**src/rtl/mstat_pkg.sv**
```systemverilog
package mstat_pkg;
    typedef enum logic [1:0] {TX_IDLE, TX_START, TX_DATA, TX_STOP} tx_st_e;

    localparam int unsigned NLINES    = 4;
    // positions in the synchronized line vector
    localparam int unsigned LN_CTS    = 0;
    localparam int unsigned LN_DSR    = 1;
    localparam int unsigned LN_DCD    = 2;
    localparam int unsigned LN_RI     = 3;
    // positions in the status flag vector
    localparam int unsigned FLAG_DCTS = 0;
    localparam int unsigned FLAG_DDSR = 1;
    localparam int unsigned FLAG_TERI = 2;
    localparam int unsigned FLAG_DDCD = 3;
endpackage

```
**src/rtl/msync.sv**
```systemverilog
module msync #(
    parameter int unsigned W       = 4,
    parameter logic        RST_VAL = 1'b1
) (
    input  logic         clk,
    input  logic         rst_n,
    input  logic [W-1:0] async_i,
    output logic [W-1:0] sync_o
);
    typedef struct packed {
        logic [W-1:0] s1;
        logic [W-1:0] s2;
    } sync_t;

    sync_t sync_d, sync_q;

    always_comb begin
        sync_d.s1 = async_i;
        sync_d.s2 = sync_q.s1;
    end

    always_ff @(posedge clk or negedge rst_n) begin
        if (!rst_n) begin
            sync_q.s1 <= {W{RST_VAL}};
            sync_q.s2 <= {W{RST_VAL}};
        end else begin
            sync_q <= sync_d;
        end
    end

    assign sync_o = sync_q.s2;
endmodule

```
**src/rtl/uart_txgate.sv**
```systemverilog
module uart_txgate
    import mstat_pkg::*;
#(
    parameter int unsigned DW  = 8,
    parameter int unsigned OVS = 16
) (
    input  logic          clk,
    input  logic          rst_n,
    input  logic [DW-1:0] tx_data,
    input  logic          tx_valid,
    output logic          tx_ready,
    input  logic          baud_tick,
    input  logic          cts_s,
    input  logic          flow_en,
    output logic          txd
);
    localparam int unsigned CW   = $clog2(OVS);
    localparam int unsigned BW   = (DW > 1) ? $clog2(DW) : 1;
    localparam int unsigned HALF = OVS / 2;

    typedef struct packed {
        tx_st_e        st;
        logic [CW-1:0] cnt;
        logic [BW-1:0] bitn;
        logic [DW-1:0] shreg;
        logic          gate;
    } tx_t;

    tx_t tx_d, tx_q;
    logic last_tick, mid_tick, idle_ok, b2b_ok, take;

    always_comb begin
        tx_d      = tx_q;
        last_tick = baud_tick && (tx_q.cnt == CW'(OVS - 1));
        mid_tick  = baud_tick && (tx_q.cnt == CW'(HALF - 1));
        idle_ok   = (tx_q.st == TX_IDLE) && (!flow_en || !cts_s);
        b2b_ok    = (tx_q.st == TX_STOP) && last_tick && (!flow_en || tx_q.gate);
        tx_ready  = idle_ok || b2b_ok;
        take      = tx_ready && tx_valid;

        if (tx_q.st != TX_IDLE && baud_tick)
            tx_d.cnt = last_tick ? '0 : tx_q.cnt + 1'b1;

        unique case (tx_q.st)
            TX_IDLE: begin
                tx_d.cnt = '0;
                if (take) begin
                    tx_d.st    = TX_START;
                    tx_d.shreg = tx_data;
                end
            end
            TX_START: begin
                if (last_tick) begin
                    tx_d.st   = TX_DATA;
                    tx_d.bitn = '0;
                end
            end
            TX_DATA: begin
                if (last_tick) begin
                    tx_d.shreg = tx_q.shreg >> 1;
                    if (tx_q.bitn == BW'(DW - 1))
                        tx_d.st = TX_STOP;
                    else
                        tx_d.bitn = tx_q.bitn + 1'b1;
                end
            end
            TX_STOP: begin
                if (mid_tick)
                    tx_d.gate = !cts_s;
                if (last_tick) begin
                    if (take) begin
                        tx_d.st    = TX_START;
                        tx_d.shreg = tx_data;
                    end else begin
                        tx_d.st = TX_IDLE;
                    end
                end
            end
            default: tx_d.st = TX_IDLE;
        endcase

        unique case (tx_q.st)
            TX_START: txd = 1'b0;
            TX_DATA:  txd = tx_q.shreg[0];
            default:  txd = 1'b1;
        endcase
    end

    always_ff @(posedge clk or negedge rst_n) begin
        if (!rst_n) begin
            tx_q.st    <= TX_IDLE;
            tx_q.cnt   <= '0;
            tx_q.bitn  <= '0;
            tx_q.shreg <= '0;
            tx_q.gate  <= 1'b0;
        end else begin
            tx_q <= tx_d;
        end
    end
endmodule

```
**src/rtl/mstat_flags.sv**
```systemverilog
module mstat_flags
    import mstat_pkg::*;
(
    input  logic              clk,
    input  logic              rst_n,
    input  logic [NLINES-1:0] lvl,
    input  logic              stat_rd,
    input  logic              flow_en,
    input  logic              msi_en,
    input  logic              cts_ie,
    output logic [NLINES-1:0] flags,
    output logic              irq
);
    typedef struct packed {
        logic [NLINES-1:0] prev;
        logic [NLINES-1:0] flg;
    } fl_t;

    fl_t fl_d, fl_q;
    logic [NLINES-1:0] evt;

    always_comb begin
        evt            = '0;
        evt[FLAG_DCTS] = lvl[LN_CTS] ^ fl_q.prev[LN_CTS];
        evt[FLAG_DDSR] = lvl[LN_DSR] ^ fl_q.prev[LN_DSR];
        evt[FLAG_DDCD] = lvl[LN_DCD] ^ fl_q.prev[LN_DCD];
        evt[FLAG_TERI] = lvl[LN_RI] & ~fl_q.prev[LN_RI];

        fl_d.prev = lvl;
        fl_d.flg  = (fl_q.flg & {NLINES{~stat_rd}}) | evt;

        flags = fl_q.flg;
        irq   = msi_en & ((fl_q.flg[FLAG_DCTS] & (~flow_en | cts_ie))
                          | fl_q.flg[FLAG_DDSR]
                          | fl_q.flg[FLAG_TERI]
                          | fl_q.flg[FLAG_DDCD]);
    end

    always_ff @(posedge clk or negedge rst_n) begin
        if (!rst_n) begin
            fl_q.prev <= '1;
            fl_q.flg  <= '0;
        end else begin
            fl_q <= fl_d;
        end
    end
endmodule

```
**src/rtl/uart_cts_modem.sv**
```systemverilog
module uart_cts_modem
    import mstat_pkg::*;
#(
    parameter int unsigned DW  = 8,
    parameter int unsigned OVS = 16
) (
    input  logic          clk,
    input  logic          rst_n,
    input  logic [DW-1:0] tx_data,
    input  logic          tx_valid,
    output logic          tx_ready,
    input  logic          baud_tick,
    output logic          txd,
    input  logic          cts_n,
    input  logic          dsr_n,
    input  logic          dcd_n,
    input  logic          ri_n,
    input  logic          flow_en,
    input  logic          msi_en,
    input  logic          cts_ie,
    input  logic          stat_rd,
    output logic [3:0]    mstat,
    output logic          modem_irq
);
    logic [NLINES-1:0] raw_lines, lvl;

    always_comb begin
        raw_lines         = '1;
        raw_lines[LN_CTS] = cts_n;
        raw_lines[LN_DSR] = dsr_n;
        raw_lines[LN_DCD] = dcd_n;
        raw_lines[LN_RI]  = ri_n;
    end

    msync #(.W(NLINES), .RST_VAL(1'b1)) u_sync (
        .clk     (clk),
        .rst_n   (rst_n),
        .async_i (raw_lines),
        .sync_o  (lvl)
    );

    uart_txgate #(.DW(DW), .OVS(OVS)) u_tx (
        .clk       (clk),
        .rst_n     (rst_n),
        .tx_data   (tx_data),
        .tx_valid  (tx_valid),
        .tx_ready  (tx_ready),
        .baud_tick (baud_tick),
        .cts_s     (lvl[LN_CTS]),
        .flow_en   (flow_en),
        .txd       (txd)
    );

    mstat_flags u_flags (
        .clk     (clk),
        .rst_n   (rst_n),
        .lvl     (lvl),
        .stat_rd (stat_rd),
        .flow_en (flow_en),
        .msi_en  (msi_en),
        .cts_ie  (cts_ie),
        .flags   (mstat),
        .irq     (modem_irq)
    );
endmodule

```
**config.mk**
```make
export PLATFORM = sky130hd
export DESIGN_NAME = uart_cts_modem
export DESIGN_NICKNAME = d
export VERILOG_FILES = /design/src/rtl/mstat_pkg.sv /design/src/rtl/msync.sv /design/src/rtl/uart_txgate.sv /design/src/rtl/mstat_flags.sv /design/src/rtl/uart_cts_modem.sv
export SDC_FILE = /design/constraint.sdc
export NUM_CORES = 1
export LEC_CHECK = 0
export ABC_AREA = 0
export ABC_CLOCK_PERIOD_IN_PS = 2700
export BUFFER_PORTS_ARGS = -buffer_cell sky130_fd_sc_hd__buf_2
export CAP_MARGIN = 5
export CORE_MARGIN = 1
export CORE_UTILIZATION = 55
export DETAILED_ROUTE_END_ITERATION = 8
export PLACE_DENSITY = 0.78
export SKIP_CTS_REPAIR_TIMING = 1
export SYNTH_ARGS = -nofsm -noshare
export SYNTH_HDL_FRONTEND = slang
export SYNTH_HIERARCHICAL = 1
export SYNTH_SLANG_ARGS = --single-unit
```
**constraint.sdc**
```tcl
create_clock -name clk -period 2.7 [get_ports clk]
set_input_delay 0.135 -clock clk [delete_from_list [all_inputs] [get_ports clk]]
set_output_delay 0.135 -clock clk [all_outputs]
set_load 0.05 [all_outputs]
```
# --- Word-level counts from Yosys, hierarchy flattened ---
# Cells that the tools add are included.
op_classes:
  n_reduce_logical: 21
  addsub: 2
  bitwise_logic: 15
  eq_ne: 12
  n_mux: 18
op_table:
  columns: ["op", "n"]
  rows:
  - ["8-bit one-hot mux with 3 select lines", 1]
  - ["8-bit 2-to-1 mux", 2]
  - ["4-bit 2-to-1 mux", 3]
  - ["11-bit 2-to-1 mux", 1]
  - ["2-bit 2-to-1 mux", 5]
  - ["2-bit by 1-bit != test with 1-bit output, second input constant", 5]
  - ["2-bit one-hot mux with 4 select lines", 1]
  - ["1-bit logical AND", 7]
  - ["3-bit 2-to-1 mux", 2]
  - ["3-bit one-hot mux with 2 select lines", 1]
  - ["2-bit nonzero test", 3]
  - ["5-bit AND reduction", 1]
  - ["4-bit by 1-bit adder with 4-bit output, second input constant", 1]
  - ["4-bit AND", 1]
  - ["2-bit == test, second input constant", 2]
  - ["4-bit by 3-bit == test with 1-bit output, second input constant", 1]
  - ["4-bit == test, second input constant", 1]
  - ["1-bit OR", 4]
  - ["4-bit OR", 1]
  - ["4-bit AND reduction", 1]
  - ["3-bit by 1-bit adder with 3-bit output, second input constant", 1]
  - ["1-bit AND", 3]
  - ["3-bit == test, second input constant", 1]
  - ["1-bit logical OR", 3]
  - ["other kinds (11)", 16]
word_totals:
  output_inout_bits: 7
  input_bits: 20
  regBits: 34
  wordCells: 77

# --- Logic depth before layout (Yosys ltp) ---
# Gate-level depths: netlist of the first run.
logic_depth:
  ltp_word: 9
  mapped_depth: 7
  ltp_nobuf: 6

# --- Modules after synthesis ---
# Netlist of the first run, hierarchy kept.
modules_own_cells:
  columns: ["module", "instances", "area_each_um2", "cells_each", "seq_area_each_um2"]
  rows:
  - ["uart_txgate", 1, 1171.1, 123, 450.4]
  - ["mstat_flags", 1, 321.6, 27, 205.2]
  - ["msync", 1, 210.2, 8, 210.2]

# --- Worst setup path after synthesis of the first run ---
# OpenSTA, ideal clock, no wires.
synth_timing:
  path_kind: "register to output"
  startpoint: "reg u_tx/tx_q[16] (netlist bit)"
  endpoint: "out txd"
  t_arrival_ns: 2.215
  path_buffers: 2
  path_stages_with_launch: 6
  slack_ns: 0.350
  t_required_ns: 2.565
  cell_sequence: "dfrtp_1 > inv_1 > ha_1 > clkbuf_1 > buf_1 > o21ai_0"
synth_between:
  elab_chain_len: 2
  word_cells_on_any_way: 3
  classes_between: "2 x eq/ne; 1 x mux"
synth_rtl:
  columns: ["element", "line_no", "source"]
  rows:
  - ["from (decl)", "uart_txgate.sv:29", "tx_t tx_d, tx_q;"]
  - ["from (signal assigned)", "uart_txgate.sv:97", "tx_q <= tx_d;"]
  - ["2-bit == test / 2-bit by 1-bit == test with 1-bit output (equally long branches)", "uart_txgate.sv:82", "unique case (tx_q.st)"]
  - ["1-bit one-hot mux with 2 select lines *", "uart_txgate.sv:82", null]
  - ["to (decl)", "uart_cts_modem.sv:13", "output logic txd,"]
# Every way passes the cells marked *; elsewhere a longest branch is shown, timed or not.

# --- Worst setup path after layout of the first run ---
layout_timing:
  startpoint: "reg u_tx/tx_q[16] (netlist bit)"
  endpoint: "reg u_tx/tx_q[17] (netlist bit)"
layout_between:
  elab_chain_len: 7
  word_cells_on_any_way: 16
  classes_between: "8 x eq/ne; 1 x mux; 7 x reduce/logical"
layout_rtl:
  columns: ["element", "line_no", "source"]
  rows:
  - ["2-bit == test", "uart_txgate.sv:37, uart_txgate.sv:44", null]
  - ["1-bit logical AND (2 in series)", "uart_txgate.sv:37", "b2b_ok = (tx_q.st == TX_STOP) && last_tick && (!flow_en || tx_q.gate);"]
  - ["1-bit logical OR", "uart_txgate.sv:38", "tx_ready = idle_ok || b2b_ok;"]
  - ["1-bit logical AND", "uart_txgate.sv:39", "take = tx_ready && tx_valid;"]
  - ["2-bit by 1-bit != test with 1-bit output (no source line)", null, null]
  - ["5-bit AND reduction (no source line)", null, null]
# Parallel ways exist; a longest one is shown, timed or not.
# A chain may end at the register's enable or synchronous reset.

==> out/results.txt, run 1 <==
Xor/xnor share of the synthesized area -> 2.06%
Die outline area -> 0.00332 mm²
Cell leakage power -> 0.895 nW
Residual antenna-violating net count after detailed routing -> 0
Final hold violation count -> 0
Number of cells produced by synthesis -> 158
Placement Cell Area -> 0.00180 mm²
Maximum number of buffers from clock root to sink -> 2
Register bit total from synthesis -> 34
Share of flip-flops with an asynchronous set or reset -> 100%
Worst endpoint data arrival time -> 2.48 ns
Average cell area after synthesis -> 10.8 µm²
# H-tree levels -> 2
Run status -> finished, violations left
Worst-case clock skew -> 0.0175 ns
Met1 layer wirelength in the final routing -> 1420 µm
DRT Wirelength -> 3480 µm
Detailed Place HPWL -> 2450 µm
Initial drt markers -> 50
Antenna violations before repair -> 0
Per-cell routed wire length -> 16.0 µm
Initial cell density of the core -> 59.7%
Post-synthesis compound-gate area fraction -> 20.6%
Fin crit share -> 83.4%
Total negative setup slack -> 0 ns
Net switching component of the power -> 0.799 mW
Aggregate global routing overflow -> 0
Synth area leaders -> dfrtp_1 32%, dfstp_2 19%, ha_1 6.6%
Floorplan core area -> 0.00285 mm²
Pwr Density -> 1060 mW/mm²
X dimension of the die -> 57.6 µm
Yosys top cell area share -> 32.3%
Startpoint-to-endpoint class of the critical path -> register to register
Maximum clock rate -> 444 MHz
Worst supply voltage drop on vdd -> 0.604 mV
Part of the power in the clock network -> 22.8%
Worst setup path start -> u_tx/tx_q[16]$_DFFE_PN0P_
Share of synthesized area spent on multiplexers -> 1.84%
Synth Cell Area -> 0.00170 mm²
Number of buffers created by CTS -> 5
Adder-cell area share of the yosys netlist -> 6.61%
Failing checks -> design-rule violations
Antenna Diode Count -> 0
Clock edge transition at the registers on the reported setup and hold paths -> 0.10 ns
Number of nets in the synthesized netlist -> 187
Ratio of routed vias to standard cells -> 6.08
Critical hold path startpoint -> stat_rd
Unrepaired setup endpoints after global routing -> false
Std cell rows -> 19
Detailed-router iteration count before antenna repair -> 6
Transition time at the pin with the least slew margin -> 0.714 ns
Reg-to-Reg Start -> u_tx/tx_q[16]$_DFFE_PN0P_
Time the final worst path needs with I/O delays and setup -> 2.25 ns
Gpl congestion -> 0.826
Power consumption -> 2.07 mW
Type of origin of the critical path -> register
Final setup fails -> 0
Number of input and output port buffers inserted -> 26
Met2 WL post-DR -> 1820 µm
Worst rel slew slack -> 52.4%
Routed length on met3 -> 173 µm
Cell-internal power -> 1.27 mW
Final std cell area, no fill -> 0.00195 mm²
Top Ports -> 27
Die Height -> 57.6 µm
# clock sinks -> 34
Number of DRC violations after detailed routing -> 2
Number of synthesis warnings -> 6
Sequential power share -> 36.1%
Max-cap violations -> 0
Layout Area Growth over Synthesis -> 14.7%
# fillers -> 210
Commonest non-fill, non-tap cell in the layout -> buf_2
Fin nets -> 215
Sequential fraction of the synthesis area -> 50.8%
Cell at the root of the clock tree -> clkbuf_4
Max Slew Vio Count -> 0
Overall track demand over capacity in global routing -> 23.2%
Wire length of the first global-routing pass -> 5700 µm
Vias after detailed routing -> 1326
Top Layer Used -> met4
Number of global-route vias before repair -> 1262
Worst Path Required -> 2.93 ns
Worst skew pair latency -> 0.35 ns
Simple-gate area share of the yosys netlist -> 11.7%
Critical Path End Type -> register
Power share of the combinational group -> 41.1%
Worst-path maximum fanout -> 20
Most frequent cells in the layout -> 26 x buf_2, 22 x dfrtp_1, 19 x nor2_1
Tightest Hold Check Type -> input pin to register
Share of layout cells above drive strength 1 -> 28.3%
Most common flop cell mapped by yosys -> dfrtp_1
EDFF count, synth -> 0
CTS tree -> done
Number of different library cells in the post-synthesis netlist -> 41
Combinational family with the most area after synthesis -> compound AO/OA/AOI/OAI gates
Switching share of total power -> 38.6%
Maximum number of pins on one net before global-route repair -> 35
Top cell type by total area after synthesis -> dfrtp_1
==> routing by layer <==
layer / vias up / GRT usage (%)
li1: 620 / -
met1: 645 / 27.2
met2: 53 / 39.5
met3: 8 / 6.47
met4: 0 / 10.8
met5: - / 0
==> worst max-delay path, cell delays in order, from the launching register on <==
cell     delay (ns)
dfrtp_1        0.45
inv_1          0.15
ha_1           0.59
inv_1          0.27
o21ai_0        0.22
a22oi_1        0.13
mux2_1         0.34
==> through the flow <==
stage	hold WS [ns]	std cells	utilization (%)	setup slack, ns
floorplan	-0.161	158	-	0.350
global placement	0.225	205	63.0	0.676
detailed placement	0.230	205	63.0	0.531
CTS	-0.160	213	66.7	0.493
global route	0.00592	218	68.5	0.230
finish	0.00447	218	68.5	0.448
==> power by group through the flow <==
stage / Clock [mW] / Combinational (mW) / Sequential (mW)
2_1_floorplan: 0 / 0.680 / 0.724
3_3_place_gp: 0 / 0.781 / 0.740
3_5_place_dp: 0 / 0.829 / 0.753
4_1_cts: 0.482 / 0.839 / 0.746
5_1_grt: 0.504 / 0.935 / 0.762
6_report: 0.472 / 0.851 / 0.749
==> cell type report <==
| cell class | count | area, µm² | share of cell area [%] |
|---|---|---|---|
| multi-input combinational | 105 | 728 | 37.3 |
| clock buffer | 5 | 37.5 | 1.92 |
| timing repair buffer | 31 | 180 | 9.22 |
| tap | 31 | 38.8 | 1.99 |
| inverter | 9 | 33.8 | 1.73 |
| sequential | 34 | 866 | 44.3 |
| clock inverter | 3 | 68.8 | 3.52 |
==> synthesized netlist by cell type, types with 3 or more instances <==
cell type	number
nand2_1	10
a221oi_1	7
buf_4	4
o22ai_1	8
a21oi_1	6
buf_6	3
xnor2_1	3
ha_1	9
inv_1	9
nor2_1	19
dfrtp_1	22
o21ai_0	11
dfstp_2	12
==> final timing paths <==
| check | to | slack [ns] | cells past startpoint |
|---|---|---|---|
| setup / recovery | u_tx/tx_q[17]$_DFFE_PN0P_ | 0.45 | 6 |
| hold / removal | u_flags/flags[1]$_DFF_PN0_ | 0.004 | 2 |
| setup reg to reg | u_tx/tx_q[17]$_DFFE_PN0P_ | 0.45 | 6 |
| hold reg to reg | u_sync/sync_o[0]$_DFF_PN1_ | 0.36 | 0 |
| max in group asynchronous | u_tx/tx_q[13]$_DFFE_PN0P_ | 1.86 | 2 |
| min in group asynchronous | u_tx/tx_q[8]$_DFFE_PN0P_ | 0.37 | 2 |
==> cells by family after synthesis <==
group                      count (synthesis)
xor gates and xnor gates                   4
and+or+nand+nor                           43
buffers and inverters                     19
DFF                                       34
adders and majority gates                  9
muxes                                      3
AOI/OAI and AO/OA                         46
==> flip-flops by register name, summed over array words and instances (netlist names) <==
name           cells
u_flags/fl_q       4
u_flags/flags      4
u_sync/sync_d      4
u_sync/sync_o      4
u_tx/tx_q         18
Note: power is estimated with default switching activity, not from simulation.
==> inputs of run 2 (changes only) <==
--- a/config.mk
+++ b/config.mk
@@ -6,13 +6,13 @@
 export NUM_CORES = 1
 export LEC_CHECK = 0
 export ABC_AREA = 0
-export ABC_CLOCK_PERIOD_IN_PS = 2700
+export ABC_CLOCK_PERIOD_IN_PS = 2029
 export BUFFER_PORTS_ARGS = -buffer_cell sky130_fd_sc_hd__buf_2
 export CAP_MARGIN = 5
 export CORE_MARGIN = 1
-export CORE_UTILIZATION = 55
+export CORE_UTILIZATION = 50
 export DETAILED_ROUTE_END_ITERATION = 8
-export PLACE_DENSITY = 0.78
+export PLACE_DENSITY = 0.75
 export SKIP_CTS_REPAIR_TIMING = 1
 export SYNTH_ARGS = -nofsm -noshare
 export SYNTH_HDL_FRONTEND = slang
==> constraint.sdc (replaced) <==
create_clock -name clk -period 2.03 [get_ports clk]
set_input_delay 0.1015 -clock clk [delete_from_list [all_inputs] [get_ports clk]]
set_output_delay 0.1015 -clock clk [all_outputs]
set_load 0.05 [all_outputs]
==> run 2 against run 1 <==
  * The run now ends clean
  * Register-to-register slack worse by 0.34 ns
  * Critical path depth unchanged
  * Sequential share of layout area down 0.75 points
  * Clock skew down 0.013 ns
  * Cell area up 1.7%
==> out/results.txt, run 2 (synthesized netlist as in run 1, its figures left out) <==
CTS tree -> done
Fin crit share -> 94.6% (+11 points)
Total placed cells including tap cells -> 222 (+8.3%)
Register-to-register setup slack -> 0.11 ns (-0.34 ns)
Die outline area -> 0.00364 mm² (+9.6%)
Critical Path End Type -> register
# clock sinks -> 34 (unchanged)
Reg-to-Reg Start -> u_tx/tx_q[16]$_DFFE_PN0P_
Number of DRC violations after detailed routing -> 0 (-2)
Worst setup path start -> u_tx/tx_q[16]$_DFFE_PN0P_
Vias after detailed routing -> 1317 (-0.68%)
Aggregate global routing overflow -> 0 (unchanged)
Per-cell routed wire length -> 14.4 µm (-10%)
# fillers -> 270 (+29%)
X dimension of the die -> 60.4 µm (+4.7%)
Number of global-route vias before repair -> 1291 (+2.3%)
Top Ports -> 27 (unchanged)
Worst skew pair latency -> 0.32 ns (-0.03 ns)
Worst setup slack after layout -> 0.110 ns (-0.338 ns)
Cell-internal power -> 1.54 mW (+21%)
Buffering stage count on the worst path with inverters included -> 1 (-1)
Count of non-filler cells in the finished layout -> 238 (+9.2%)
# H-tree levels -> 2 (unchanged)
Maximum number of buffers from clock root to sink -> 2 (unchanged)
Transition time at the pin with the least slew margin -> 0.725 ns (+0.0115 ns)
Worst endpoint data arrival time -> 2.13 ns (-0.35 ns)
Max Slew Vio Count -> 0 (unchanged)
Number of input and output port buffers inserted -> 26 (unchanged)
Pwr Density -> 1300 mW/mm² (+23%)
Switching share of total power -> 40.5% (+2.0 points)
Crit. path cell count -> 6 (unchanged)
Worst Path Required -> 2.24 ns (-0.69 ns)
Highest cell delay on the worst timing path -> 0.45 ns (-0.14 ns)
Total negative setup slack -> 0 ns (unchanged)
Critical hold path startpoint -> tx_data[7]
Layout Area Growth over Synthesis -> 16.7%
Worst rel slew slack -> 51.7% (-0.77 points)
Antenna violations before repair -> 0 (unchanged)
Net switching component of the power -> 1.05 mW (+31%)
Time the final worst path needs with I/O delays and setup -> 1.92 ns (-0.332 ns)
Startpoint-to-endpoint class of the critical path -> register to register
Fin nets -> 222 (+3.3%)
Worst-path maximum fanout -> 8 (-60%)
Detailed-router iteration count before antenna repair -> 4 (-2)
Antenna Diode Count -> 0 (unchanged)
Crit-path cells -> inv_1 > ha_1 > a21boi_2 > a32oi_4 > nor2_2 > a311o_1
Type of origin of the critical path -> register
Std cell rows -> 20 (+1)
Floorplan core area -> 0.00315 mm² (+11%)
Initial drt markers -> 43 (-14%)
Ratio of routed vias to standard cells -> 5.53 (-9.0%)
Maximum number of pins on one net before global-route repair -> 35 (unchanged)
Gpl congestion -> 0.815 (-1.3%)
Cell with the largest stage delay on the worst path -> dfrtp_1
Worst supply voltage drop on vdd -> 0.663 mV (+9.7%)
Commonest non-fill, non-tap cell in the layout -> buf_2
Number of flip-flops in the largest register -> 18 (unchanged)
Clock edge transition at the registers on the reported setup and hold paths -> 0.10 ns (about the same)
Tightest Hold Check Type -> input pin to register
Most frequent cells in the layout -> 25 x buf_2, 22 x dfrtp_1, 19 x nor2_1
Top Family by Delay on Critical Path -> compound AO/OA/AOI/OAI gates
DRT Wirelength -> 3420 µm (-1.7%)
Detailed Place HPWL -> 2430 µm (-0.71%)
Initial cell density of the core -> 54.0% (-5.7 points)
Sequential power share -> 38.2% (+2.1 points)
Biggest register -> u_tx/tx_q
Power consumption -> 2.59 mW (+25%)
Max-cap violations -> 0 (unchanged)
Residual antenna-violating net count after detailed routing -> 0 (unchanged)
Placement Setup Slack -> 0.0680 ns (-0.463 ns)
Capturing point of the worst reg2reg path -> u_tx/tx_q[8]$_DFFE_PN0P_
Maximum clock rate -> 521 MHz (+17%)
Timing endpoint of the critical path -> u_tx/tx_q[8]$_DFFE_PN0P_
Cell leakage power -> 0.905 nW (+1.2%)
Share of layout cells above drive strength 1 -> 30.9% (+2.6 points)
Power share of the combinational group -> 46.8% (+5.7 points)
Overall track demand over capacity in global routing -> 20.9% (-2.3 points)
Final hold violation count -> 0 (unchanged)
Part of the power in the clock network -> 15.1% (-7.7 points)
Number of buffers created by CTS -> 5 (unchanged)
Worst-case clock skew -> 0.00431 ns (-0.0132 ns)
Wire length of the first global-routing pass -> 5500 µm (-3.5%)
Run status -> finished clean
Cell depth of the worst flop-to-flop path -> 6 (unchanged)
Unrepaired setup endpoints after global routing -> false
Cell at the root of the clock tree -> clkbuf_4
Die Height -> 60.4 µm (+4.7%)
Final setup fails -> 0 (unchanged)
run 2: changes by cell type in the layout (fill, tap and decap cells not counted), sizes merged:
cell / before / now
buf: 26 / 31
bufinv: 2 / 0
clkbuf: 5 / 7
clkinvlp: 0 / 1
dlygate4sd3: 5 / 6
run 2: layout make-up:
cell class	count	area, µm²	share of cell area (%)
inverters	9	33.8	1.70
clock inverters	2	12.5	0.630
well taps	44	55.1	2.77
repair buffers	38	238	12.0
flip-flops and latches	34	866	43.6
multi-input cells	105	731	36.8
clock buffers	6	51.3	2.58
run 2: per-stage QoR:
stage,util (%),cell area [µm²],hold WS [ns]
after global placement,58.5,1840,0.191
after detailed placement,58.5,1840,0.199
after CTS,60.5,1910,-0.165
final,63.0,1990,0.0493
after global routing,63.0,1990,0.0368
after floorplan,-,1700,-0.194
run 2: layer usage:
layer / wire, µm / vias to the layer above / track usage (%)
met3: 144 / 2 / 5.33
met4: 19 / 0 / 7.64
met2: 1770 / 34 / 38.0
met1: 1490 / 649 / 23.5
met5: 0 / - / 0
li1: - / 632 / -
run 2: worst min-delay path by stage:
stage,endpoint,depth (start not counted)
2_1_floorplan,u_flags/flags[0]$_DFF_PN0_,0
3_3_place_gp,u_tx/tx_q[15]$_DFFE_PN0P_,1
3_5_place_dp,u_tx/tx_q[14]$_DFFE_PN0P_,1
4_1_cts,u_tx/tx_q[7]$_DFFE_PN0P_,1
5_1_grt,u_tx/tx_q[8]$_DFFE_PN0P_,2
6_report,u_tx/tx_q[8]$_DFFE_PN0P_,2
run 2: power by group through the flow:
stage	clock [mW]	combinational, mW	sequential, mW
after floorplan	0	0.908	0.962
after global placement	0	1.11	0.983
after detailed placement	0	1.15	0.995
after CTS	0.404	1.16	0.984
after global routing	0.428	1.33	1.01
final	0.390	1.21	0.988
